--- config.mk ---
export PLATFORM = sky130hd
export DESIGN_NAME = te_sync_discriminator
export DESIGN_NICKNAME = d
export VERILOG_FILES = /design/src/rtl/te_disc_pkg.sv /design/src/rtl/te_pulse_meter.sv /design/src/rtl/te_disc_datapath.sv /design/src/rtl/te_disc_control.sv /design/src/rtl/te_sync_discriminator.sv
export SDC_FILE = /design/constraint.sdc
export NUM_CORES = 1
export LEC_CHECK = 0
export ABC_AREA = 1
export BUFFER_PORTS_ARGS = -buffer_cell sky130_fd_sc_hd__buf_2
export CELL_PAD_IN_SITES_DETAIL_PLACEMENT = 1
export CELL_PAD_IN_SITES_GLOBAL_PLACEMENT = 2
export CORE_AREA = 4 4 95 97
export DETAILED_ROUTE_END_ITERATION = 12
export DIE_AREA = 0 0 99 101
export PLACE_DENSITY_LB_ADDON = 0.1
export SETUP_SLACK_MARGIN = 0.3
export SLEW_MARGIN = 0
export SYNTH_ARGS = -nofsm -noshare
export SYNTH_HDL_FRONTEND = slang
export SYNTH_SLANG_ARGS = --single-unit
export TNS_END_PERCENT = 50
--- constraint.sdc ---
create_clock -name clk -period 3.3 [get_ports clk]
set_input_delay 0.165 -clock clk [delete_from_list [all_inputs] [get_ports clk]]
set_output_delay 0.165 -clock clk [all_outputs]
set_load 0.01 [all_outputs]
--- src/rtl/te_disc_pkg.sv ---
package te_disc_pkg;

  typedef enum logic [1:0] {
    MODE_IMM        = 2'd0,
    MODE_ONEPIN     = 2'd1,
    MODE_TWOPIN     = 2'd2,
    MODE_TWOPIN_ALT = 2'd3
  } trig_mode_e;

  typedef enum logic [1:0] {
    ST_IDLE  = 2'd0,
    ST_WAITV = 2'd1,
    ST_COUNT = 2'd2
  } arm_state_e;

  // control -> datapath
  typedef struct packed {
    logic clrLine;
    logic incLine;
  } line_ctl_t;

  // datapath -> control
  typedef struct packed {
    logic vsEvt;
    logic hsEvt;
    logic hitNext;
    logic targetZero;
  } sync_evt_t;

endpackage

--- src/rtl/te_pulse_meter.sv ---
module te_pulse_meter #(
  parameter int SYNC_STAGES = 2,
  parameter int CNT_BITS    = 8
) (
  input  logic                clk,
  input  logic                rstN,
  input  logic                pin,
  input  logic                polHigh,
  output logic                pulseEnd,
  output logic [CNT_BITS-1:0] width
);
  localparam logic [CNT_BITS-1:0] CNT_MAX = '1;

  logic [SYNC_STAGES-1:0] syncQ;
  logic [CNT_BITS-1:0]    runCnt;
  logic                   activeLvl;

  always_ff @(posedge clk or negedge rstN) begin
    if (!rstN) syncQ <= '0;
    else       syncQ <= {syncQ[SYNC_STAGES-2:0], pin};
  end

  assign activeLvl = (syncQ[SYNC_STAGES-1] == polHigh);

  // run length of the active level, held at the maximum
  always_ff @(posedge clk or negedge rstN) begin
    if (!rstN)          runCnt <= '0;
    else if (!activeLvl) runCnt <= '0;
    else if (runCnt != CNT_MAX) runCnt <= runCnt + 1'b1;
  end

  assign pulseEnd = !activeLvl && (runCnt != '0);
  assign width    = runCnt;

endmodule

--- src/rtl/te_disc_datapath.sv ---
module te_disc_datapath
  import te_disc_pkg::*;
#(
  parameter int SYNC_STAGES = 2,
  parameter int CNT_BITS    = 8,
  parameter int LINE_BITS   = 11
) (
  input  logic                 clk,
  input  logic                 rstN,
  input  logic                 teIn,
  input  logic                 hsIn,
  input  trig_mode_e           mode,
  input  logic                 vsPolHigh,
  input  logic                 hsPolHigh,
  input  logic [CNT_BITS-1:0]  hsWidth,
  input  logic [CNT_BITS-1:0]  vsWidth,
  input  logic [LINE_BITS-1:0] targetLine,
  input  line_ctl_t            ctl,
  output sync_evt_t            evt,
  output logic [LINE_BITS-1:0] lineCnt
);
  localparam int NUM_PINS = 2;  // index 0: teIn, index 1: hsIn

  logic [NUM_PINS-1:0] pins, pols, ends;
  logic [CNT_BITS-1:0] widths [NUM_PINS];
  logic teLong, teShort, hsPinHit;
  logic [LINE_BITS:0] nextLine;

  assign pins = {hsIn, teIn};
  assign pols = {hsPolHigh, vsPolHigh};

  for (genvar i = 0; i < NUM_PINS; i++) begin : g_meter
    te_pulse_meter #(.SYNC_STAGES(SYNC_STAGES), .CNT_BITS(CNT_BITS)) u_meter (
      .clk(clk), .rstN(rstN), .pin(pins[i]), .polHigh(pols[i]),
      .pulseEnd(ends[i]), .width(widths[i])
    );
  end

  assign teLong   = ends[0] && (widths[0] >= vsWidth);
  assign teShort  = ends[0] && !teLong && (widths[0] >= hsWidth);
  assign hsPinHit = ends[1] && (widths[1] >= hsWidth);

  always_comb begin
    evt.vsEvt = 1'b0;
    evt.hsEvt = 1'b0;
    unique case (mode)
      MODE_IMM:    ;
      MODE_ONEPIN: begin evt.vsEvt = teLong; evt.hsEvt = teShort; end
      default:     begin evt.vsEvt = teLong; evt.hsEvt = hsPinHit; end
    endcase
  end

  always_ff @(posedge clk or negedge rstN) begin
    if (!rstN)            lineCnt <= '0;
    else if (ctl.clrLine) lineCnt <= '0;
    else if (ctl.incLine) lineCnt <= lineCnt + 1'b1;
  end

  assign nextLine       = {1'b0, lineCnt} + (LINE_BITS+1)'(1);
  assign evt.hitNext    = (nextLine == {1'b0, targetLine});
  assign evt.targetZero = (targetLine == '0);

endmodule

--- src/rtl/te_disc_control.sv ---
module te_disc_control
  import te_disc_pkg::*;
(
  input  logic       clk,
  input  logic       rstN,
  input  trig_mode_e mode,
  input  logic       go,
  input  sync_evt_t  evt,
  output line_ctl_t  ctl,
  output arm_state_e armState,
  output logic       trig
);
  arm_state_e nextState;
  logic       trigNext;

  always_comb begin
    nextState = armState;
    ctl       = '0;
    trigNext  = 1'b0;
    unique case (armState)
      ST_IDLE: begin
        if (go) begin
          if (mode == MODE_IMM) trigNext  = 1'b1;
          else                  nextState = ST_WAITV;
        end
      end
      ST_WAITV, ST_COUNT: begin
        if (evt.vsEvt) begin
          ctl.clrLine = 1'b1;
          if (evt.targetZero) begin
            trigNext  = 1'b1;
            nextState = ST_IDLE;
          end else begin
            nextState = ST_COUNT;
          end
        end else if (evt.hsEvt && armState == ST_COUNT) begin
          ctl.incLine = 1'b1;
          if (evt.hitNext) begin
            trigNext  = 1'b1;
            nextState = ST_IDLE;
          end
        end
      end
      default: nextState = ST_IDLE;
    endcase
  end

  always_ff @(posedge clk or negedge rstN) begin
    if (!rstN) begin
      armState <= ST_IDLE;
      trig     <= 1'b0;
    end else begin
      armState <= nextState;
      trig     <= trigNext;
    end
  end

endmodule

--- src/rtl/te_sync_discriminator.sv ---
module te_sync_discriminator
  import te_disc_pkg::*;
#(
  parameter int SYNC_STAGES = 2,
  parameter int CNT_BITS    = 8,
  parameter int LINE_BITS   = 11
) (
  input  logic                 clk,
  input  logic                 rstN,
  input  logic                 teIn,
  input  logic                 hsIn,
  input  logic [1:0]           trigMode,
  input  logic                 vsPolHigh,
  input  logic                 hsPolHigh,
  input  logic [CNT_BITS-1:0]  hsWidth,
  input  logic [CNT_BITS-1:0]  vsWidth,
  input  logic [LINE_BITS-1:0] targetLine,
  input  logic                 go,
  output logic                 trig
);
  trig_mode_e           mode;
  line_ctl_t            ctl;
  sync_evt_t            evt;
  arm_state_e           armState;
  logic [LINE_BITS-1:0] lineCnt;

  assign mode = trig_mode_e'(trigMode);

  te_disc_datapath #(.SYNC_STAGES(SYNC_STAGES), .CNT_BITS(CNT_BITS), .LINE_BITS(LINE_BITS)) u_dp (
    .clk(clk), .rstN(rstN), .teIn(teIn), .hsIn(hsIn), .mode(mode),
    .vsPolHigh(vsPolHigh), .hsPolHigh(hsPolHigh), .hsWidth(hsWidth), .vsWidth(vsWidth),
    .targetLine(targetLine), .ctl(ctl), .evt(evt), .lineCnt(lineCnt)
  );

  te_disc_control u_ctl (
    .clk(clk), .rstN(rstN), .mode(mode), .go(go), .evt(evt),
    .ctl(ctl), .armState(armState), .trig(trig)
  );

endmodule

## Yosys cells after proc, flatten, opt, wreduce, memory -nomap -nowiden

Cells that the tools add are included.

- Output and inout port bits: 1
- Input port bits: 36
- Logic and storage cells: 71
- Bits in registers: 34

- Reduce and logical (&&, ||, !) cells: 18
- Muxes and demuxes: 25
- Order comparisons: 3
- $add $sub $neg: 4
- Equal/unequal tests: 14

Operator list:

| operator | count |
|---|---|
| 2-to-1 mux 8 bit | 4 |
| greater-or-equal comparator 8 bit | 3 |
| 2-to-1 mux 11 bit | 2 |
| adder 8 x 1 -> 8 bit (second input constant) | 2 |
| != test 8 bit (second input constant) | 2 |
| nonzero test 8 bit | 2 |
| 2-to-1 mux 2 bit | 7 |
| adder 11 x 1 -> 12 bit (second input constant) | 1 |
| equality test 12 x 11 -> 1 bit | 1 |
| adder 11 x 1 -> 11 bit (second input constant) | 1 |
| logical NOT 11 bit | 1 |
| 2-to-1 mux 1 bit | 9 |
| one-hot mux 2 bit (2 select lines) | 2 |
| logical AND 1 bit | 7 |
| equality test 2 x 1 -> 1 bit (second input constant) | 2 |
| logical NOT 2 bit | 2 |
| != test 2 x 1 -> 1 bit (second input constant) | 2 |
| != test 2 bit (second input constant) | 2 |
| AND reduction 4 bit | 1 |
| logical NOT 1 bit | 3 |
| != test 3 x 2 -> 1 bit (second input constant) | 1 |
| != test 3 bit (second input constant) | 1 |
| equality test 1 bit | 2 |
| equality test 2 bit (second input constant) | 1 |
| other kinds (3) | 3 |

## Logic depth before layout (Yosys ltp)

- Depth after elaboration: 14
- Depth in mapped cells: 17
- Depth with buffers taken out: 17

## Hierarchy

Synthesis repeated with hierarchy kept, for this count alone.

- Cell total of the unflattened synthesis: 428
- Area total of the unflattened synthesis: 2899.0 um^2

By module, submodules not included:

| module | cells an instance | area an instance (um^2) | seq. area each (um^2) | times used |
|---|---|---|---|---|
| te_disc_datapath | 251 | 1517.7 | 275.3 | 1 |
| te_pulse_meter | 70 | 560.5 | 250.2 | 2 |
| te_disc_control | 37 | 260.2 | 75.1 | 1 |

## Worst setup path after synthesis

No wires, ideal clock.

- Kind: register to register
- Start point: reg u_dp.lineCnt[0]
- End point: reg u_ctl.armState[1]
- Buffers on the path: 0
- Data arrival time: 1665 ps
- Data required time: 3183 ps
- Clock period less this slack: 1782 ps
- Cell stages (with the launch flop): 17
- Library setup time: 117 ps
- Path slack: 1518 ps
- Cells stage by stage: dfrtp_1 ha_1 nand2_1 nor2_2 nand2_1 nand2_1 inv_1 nand2_1 nand2_1 nor2_1 nand2_1 nor2_1 nand2_1 nand3_2 nand3_2 nand2_1 nand2_1

- Word-level cells in the longest chain between the ends: 4

RTL lines:

| what | RTL line | RTL |
|---|---|---|
| from (decl) | te_disc_datapath.sv:20 | `output logic [LINE_BITS-1:0] lineCnt` |
| from (signal assigned) | te_disc_datapath.sv:56 | `else if (ctl.incLine) lineCnt <= lineCnt + 1'b1;` |
| adder 11 x 1 -> 12 bit | te_disc_datapath.sv:59 | `assign nextLine = {1'b0, lineCnt} + (LINE_BITS+1)'(1);` |
| equality test 12 x 11 -> 1 bit | te_disc_datapath.sv:60 | `assign evt.hitNext = (nextLine == {1'b0, targetLine});` |
| != test 3 bit (no source line) | n/a |  |
| AND reduction 4 bit (no source line) | n/a |  |
| to (signal assigned) | te_disc_control.sv:53 | `armState <= nextState;` |
| to (decl) | te_disc_control.sv:10 | `output arm_state_e armState,` |

No other way between the ends.
A chain may end at the register's enable or synchronous reset.

## Worst setup path after layout

- Start point: reg u_dp.g_meter[1].u_meter.runCnt[7]
- End point: reg u_dp.lineCnt[5]

- Word-level cells in the longest chain between the ends: 9
- Elaborated cells on any way between the ends: 10
- Those cells by class: 1 x order compare; 4 x mux; 5 x reduce/logical

RTL lines:

| what | RTL line | RTL |
|---|---|---|
| from (decl) | te_pulse_meter.sv:15 | `logic [CNT_BITS-1:0] runCnt;` |
| from (signal assigned) | te_pulse_meter.sv:29 | `else if (runCnt != CNT_MAX) runCnt <= runCnt + 1'b1;` |
| branches (longest 2 deep; another with greater-or-equal comparator 8 bit) | n/a |  |
| logical AND 1 bit * | te_disc_datapath.sv:41 | `assign hsPinHit = ends[1] && (widths[1] >= hsWidth);` |
| one-hot mux 2 bit (2 select lines) * | te_disc_datapath.sv:46 | `unique case (mode)` |
| logical AND 1 bit * | te_disc_control.sv:36 | `end else if (evt.hsEvt && armState == ST_COUNT) begin` |
| 2-to-1 mux 1 bit * | te_disc_control.sv:36 |  |
| 2-to-1 mux 1 bit * | te_disc_control.sv:28 | `if (evt.vsEvt) begin` |
| 2-to-1 mux 2 bit * | te_disc_control.sv:20 | `unique case (armState)` |
| nonzero test 2 bit (no source line) * | n/a |  |

Every way passes the cells marked *.

==> impl_results.md <==
* WHS at -0.03039 ns
* FILL cells at 1,058
* Antenna cells at 0
* Worst-path clk slew at 0.07 ns
* Multi-input logic area at 0.001692 mm2
* Site Rows at 33
* Worst-skew pair later-pin latency at 0.29 ns
* Initial antenna violation count at 0
* RR Startpoint: u_dp.g_meter[1].u_meter.width[7]
* Startpoint types: register
* Routed Antenna Nets at 0
* Commonest non-fill, non-tap cell in the layout: nand2_1
* Relative slew slack at 0.4442
* CTS Sinks at 34
* Ys Warns at 0
* GR Util All Layers at 0.1642
* Most frequent cells in the layout: 102 x nand2_1, 63 x inv_1, 41 x nand3_1, 36 x nor2_1, 36 x buf_2
* Number of H-tree levels at 2
* Final Hold Violating Endpoints at 34
* Nets@finish at 514
* Final setup fails at 0
* Die Area at 0.009999 mm2
* Placed Area at 0.003109 mm2
* Root Driver: clkbuf_8
* Crit path cell chain: ha_1, nand2_1, nor2_1, nand4_1, nand3_1, nand2_1, nand2_2, nand4_4, nand2_1, o22ai_1
* Post-route cell area at 0.003208 mm2
* I/O pins at 37
* GRT overflow at 0
* Hold Buf Count CTS at 2
* Max-slew violations at 0
* Crit path max-delay cell type: dfrtp_1
* CP startpoint: u_dp.g_meter[1].u_meter.width[7]
* Post-route clock skew at 0.004119 ns
* Pwr/cell area at 364.6 mW/mm2
* Number of max-cap violations at 0
* Outcome: finished, violations left
* Drt drc at 0
* DP HPWL at 6386 um
* Fmax at 436.2 MHz
* Largest net degree at the start of global routing at 35
* Clock buffer count from CTS at 5
* Core ar. at 0.008134 mm2
* CTS tree: built
* CP endpoint kind: register
* Hold Path Class: in -> async
* Number of iterations in the first detailed-routing pass at 4
* Fin crit period at 2.292 ns
* Proportion of layout cells with a drive suffix above 1 at 0.1368
* #FFs+latches synth at 34
* Worst vdd ir at 0.1404 mV
* Port buffer count at 36
* Seq. cell area at 850.8 um2
* Most Frequent Cell on Critical Path: nand2_1
* First-pass GRT wire length at 13,280 um
* Final GP Congestion at 0.8014
* Vias in the first global route at 2,881
* Failing checks: hold timing
* RSZ-0062 raised after global routing: false
* Static Leak at 1.784 nW
* Die height at 101 um
* Die Wd at 99 um
* Routed wire per std cell at 13.85 um
* CTS max path bufs at 2
* Initial drt markers at 57
* Period Utilization, post-route at 0.6946
* DR vias at 2,754
* Critical path arrival at 2.44 ns
* Vias per inst at 4.998
* Syn Nets at 469
* Synthesized area per cell at 6.986 um2
* Area Overhead vs Synth at 14.52%
* Tightest Pin Transition at 0.8337 ns
* Starting density of the core at 0.3444
* Count of cell types in the netlist at 30
* Syn Inst Count at 401
* Wire length after detailed routing at 7629 um
* Setup tns final at 0 ns
* Critical path peak fanout at 12
* Worst setup path class: reg -> reg
* CP peak stage delay at 0.47 ns
* Cell area after synthesis at 0.002801 mm2
* Buf/Inv on CP at 0
* CTS resizes at 0
* Sequential area share after synthesis at 0.3037
* Setup Fix Bufs, Post-CTS at 0
* Critical Path RT at 3.44 ns
* CP top delay family: simple AND/OR/NAND/NOR gates
final cells by class:
class / instances / area share
Sequential cell: 34 / 0.2652
Tap cell: 105 / 0.04095
Multi-Input combinational cell: 300 / 0.5273
Inverter: 66 / 0.07722
Clock buffer: 5 / 0.02145
Clock inverter: 2 / 0.003120
Timing Repair Buffer: 39 / 0.06474
per-layer routing:
metal | routed length [um] | up-vias | global-route usage | share of wire
met4 | 69 | 0 | 0.03256 | 0.0090
met1 | 3813 | 1310 | 0.2282 | 0.50
met2 | 3491 | 34 | 0.2707 | 0.46
li1 | - | 1403 | - | -
met3 | 255 | 7 | 0.02630 | 0.033
met5 | 0 | - | 0 | 0
final timing paths:
path                                               endpoint  slack (ns)  cells after the start
max                                         u_dp.lineCnt[5]        1.01                     10
max reg2reg                                 u_dp.lineCnt[5]        1.01                     10
max in group asynchronous  u_dp.g_meter[1].u_meter.width[0]        2.80                      1
min reg2reg                u_dp.g_meter[1].u_meter.syncQ[1]        0.35                      0
min                        u_dp.g_meter[0].u_meter.width[1]       -0.03                      1
min in group clk                                 u_ctl.trig        0.27                      5
cells by family (layout without fill, tap and decap cells):
| logic type | count (synthesis) | in the layout | synth area share |
|---|---|---|---|
| AO/OA/AOI/OAI | 47 | 47 | 0.09558 |
| XOR/XNOR | 4 | 4 | 0.01519 |
| adder cells (fa/ha/maj) | 32 | 32 | 0.1429 |
| buffers and inverters | 67 | 112 | 0.09245 |
| flip-flops | 34 | 34 | 0.3037 |
| AND/OR/NAND/NOR | 217 | 217 | 0.3502 |
per-stage QoR:
| stage | utilization | hold slack [ns] | std cells | worst slack [ns] | total power, W |
|---|---|---|---|---|---|
| final | 0.3944 | -0.03039 | 551 | 1.008 | 0.001170 |
| after detailed placement | 0.3822 | 0.2761 | 542 | 0.9808 | 0.0008820 |
| after floorplan | - | -0.1306 | 401 | 1.518 | 0.0007580 |
| after CTS | 0.3944 | 0.006931 | 551 | 0.9726 | 0.001191 |
| after global routing | 0.3944 | 0.04990 | 551 | 0.7231 | 0.001284 |
| after global placement | 0.3822 | 0.2739 | 542 | 0.9904 | 0.0008701 |
cells in the mapped netlist:
master      n  share of area
nand2_1   102           0.14
inv_1      63          0.084
nand3_1    41          0.073
nor2_1     36          0.048
dfrtp_1    34           0.30
ha_1       32           0.14
o21ai_0    21          0.038
a21oi_1    11          0.020
nor3_1     10          0.018
nand4_1     8          0.018
nor2_2      6          0.013
nand3b_1    5          0.013
o22ai_1     5          0.011
a31oi_1     3         0.0067
inv_2       3         0.0040
nand3_2     3          0.011
a211oi_1    2         0.0054
nand2_2     2         0.0045
o211a_1     2         0.0071
xnor2_1     2         0.0063
a21o_1      1         0.0027
a22oi_1     1         0.0027
and2_1      1         0.0022
buf_6       1         0.0040
nand4_4     1         0.0076
nor4_1      1         0.0022
o21a_1      1         0.0027
or2_2       1         0.0022
xnor2_2     1         0.0058
xor2_1      1         0.0031
worst reg2reg max path, delay by kind of cell (launching register included):
family,cells,cell delay [ns]
AO/OA/AOI/OAI,1,0.16
flip-flops,1,0.47
AND/OR/NAND/NOR,8,1.20
adder cells (fa/ha/maj),1,0.33
flip-flops by register name (all words and copies together) (netlist names):
signal                      flops
u_ctl.trig                      1
u_dp.lineCnt                   11
u_ctl.armState                  2
u_dp.g_meter.u_meter.syncQ      4
u_dp.g_meter.u_meter.width     16
where the power goes:
part	switching, W	total [W]	internal (W)
sequential	0.0000415	0.000496	0.000454
clock	0.000160	0.000302	0.000142
combinational	0.000234	0.000372	0.000139
total	0.000435	0.00117	0.000735
Note: power is estimated with default switching activity, not from simulation.
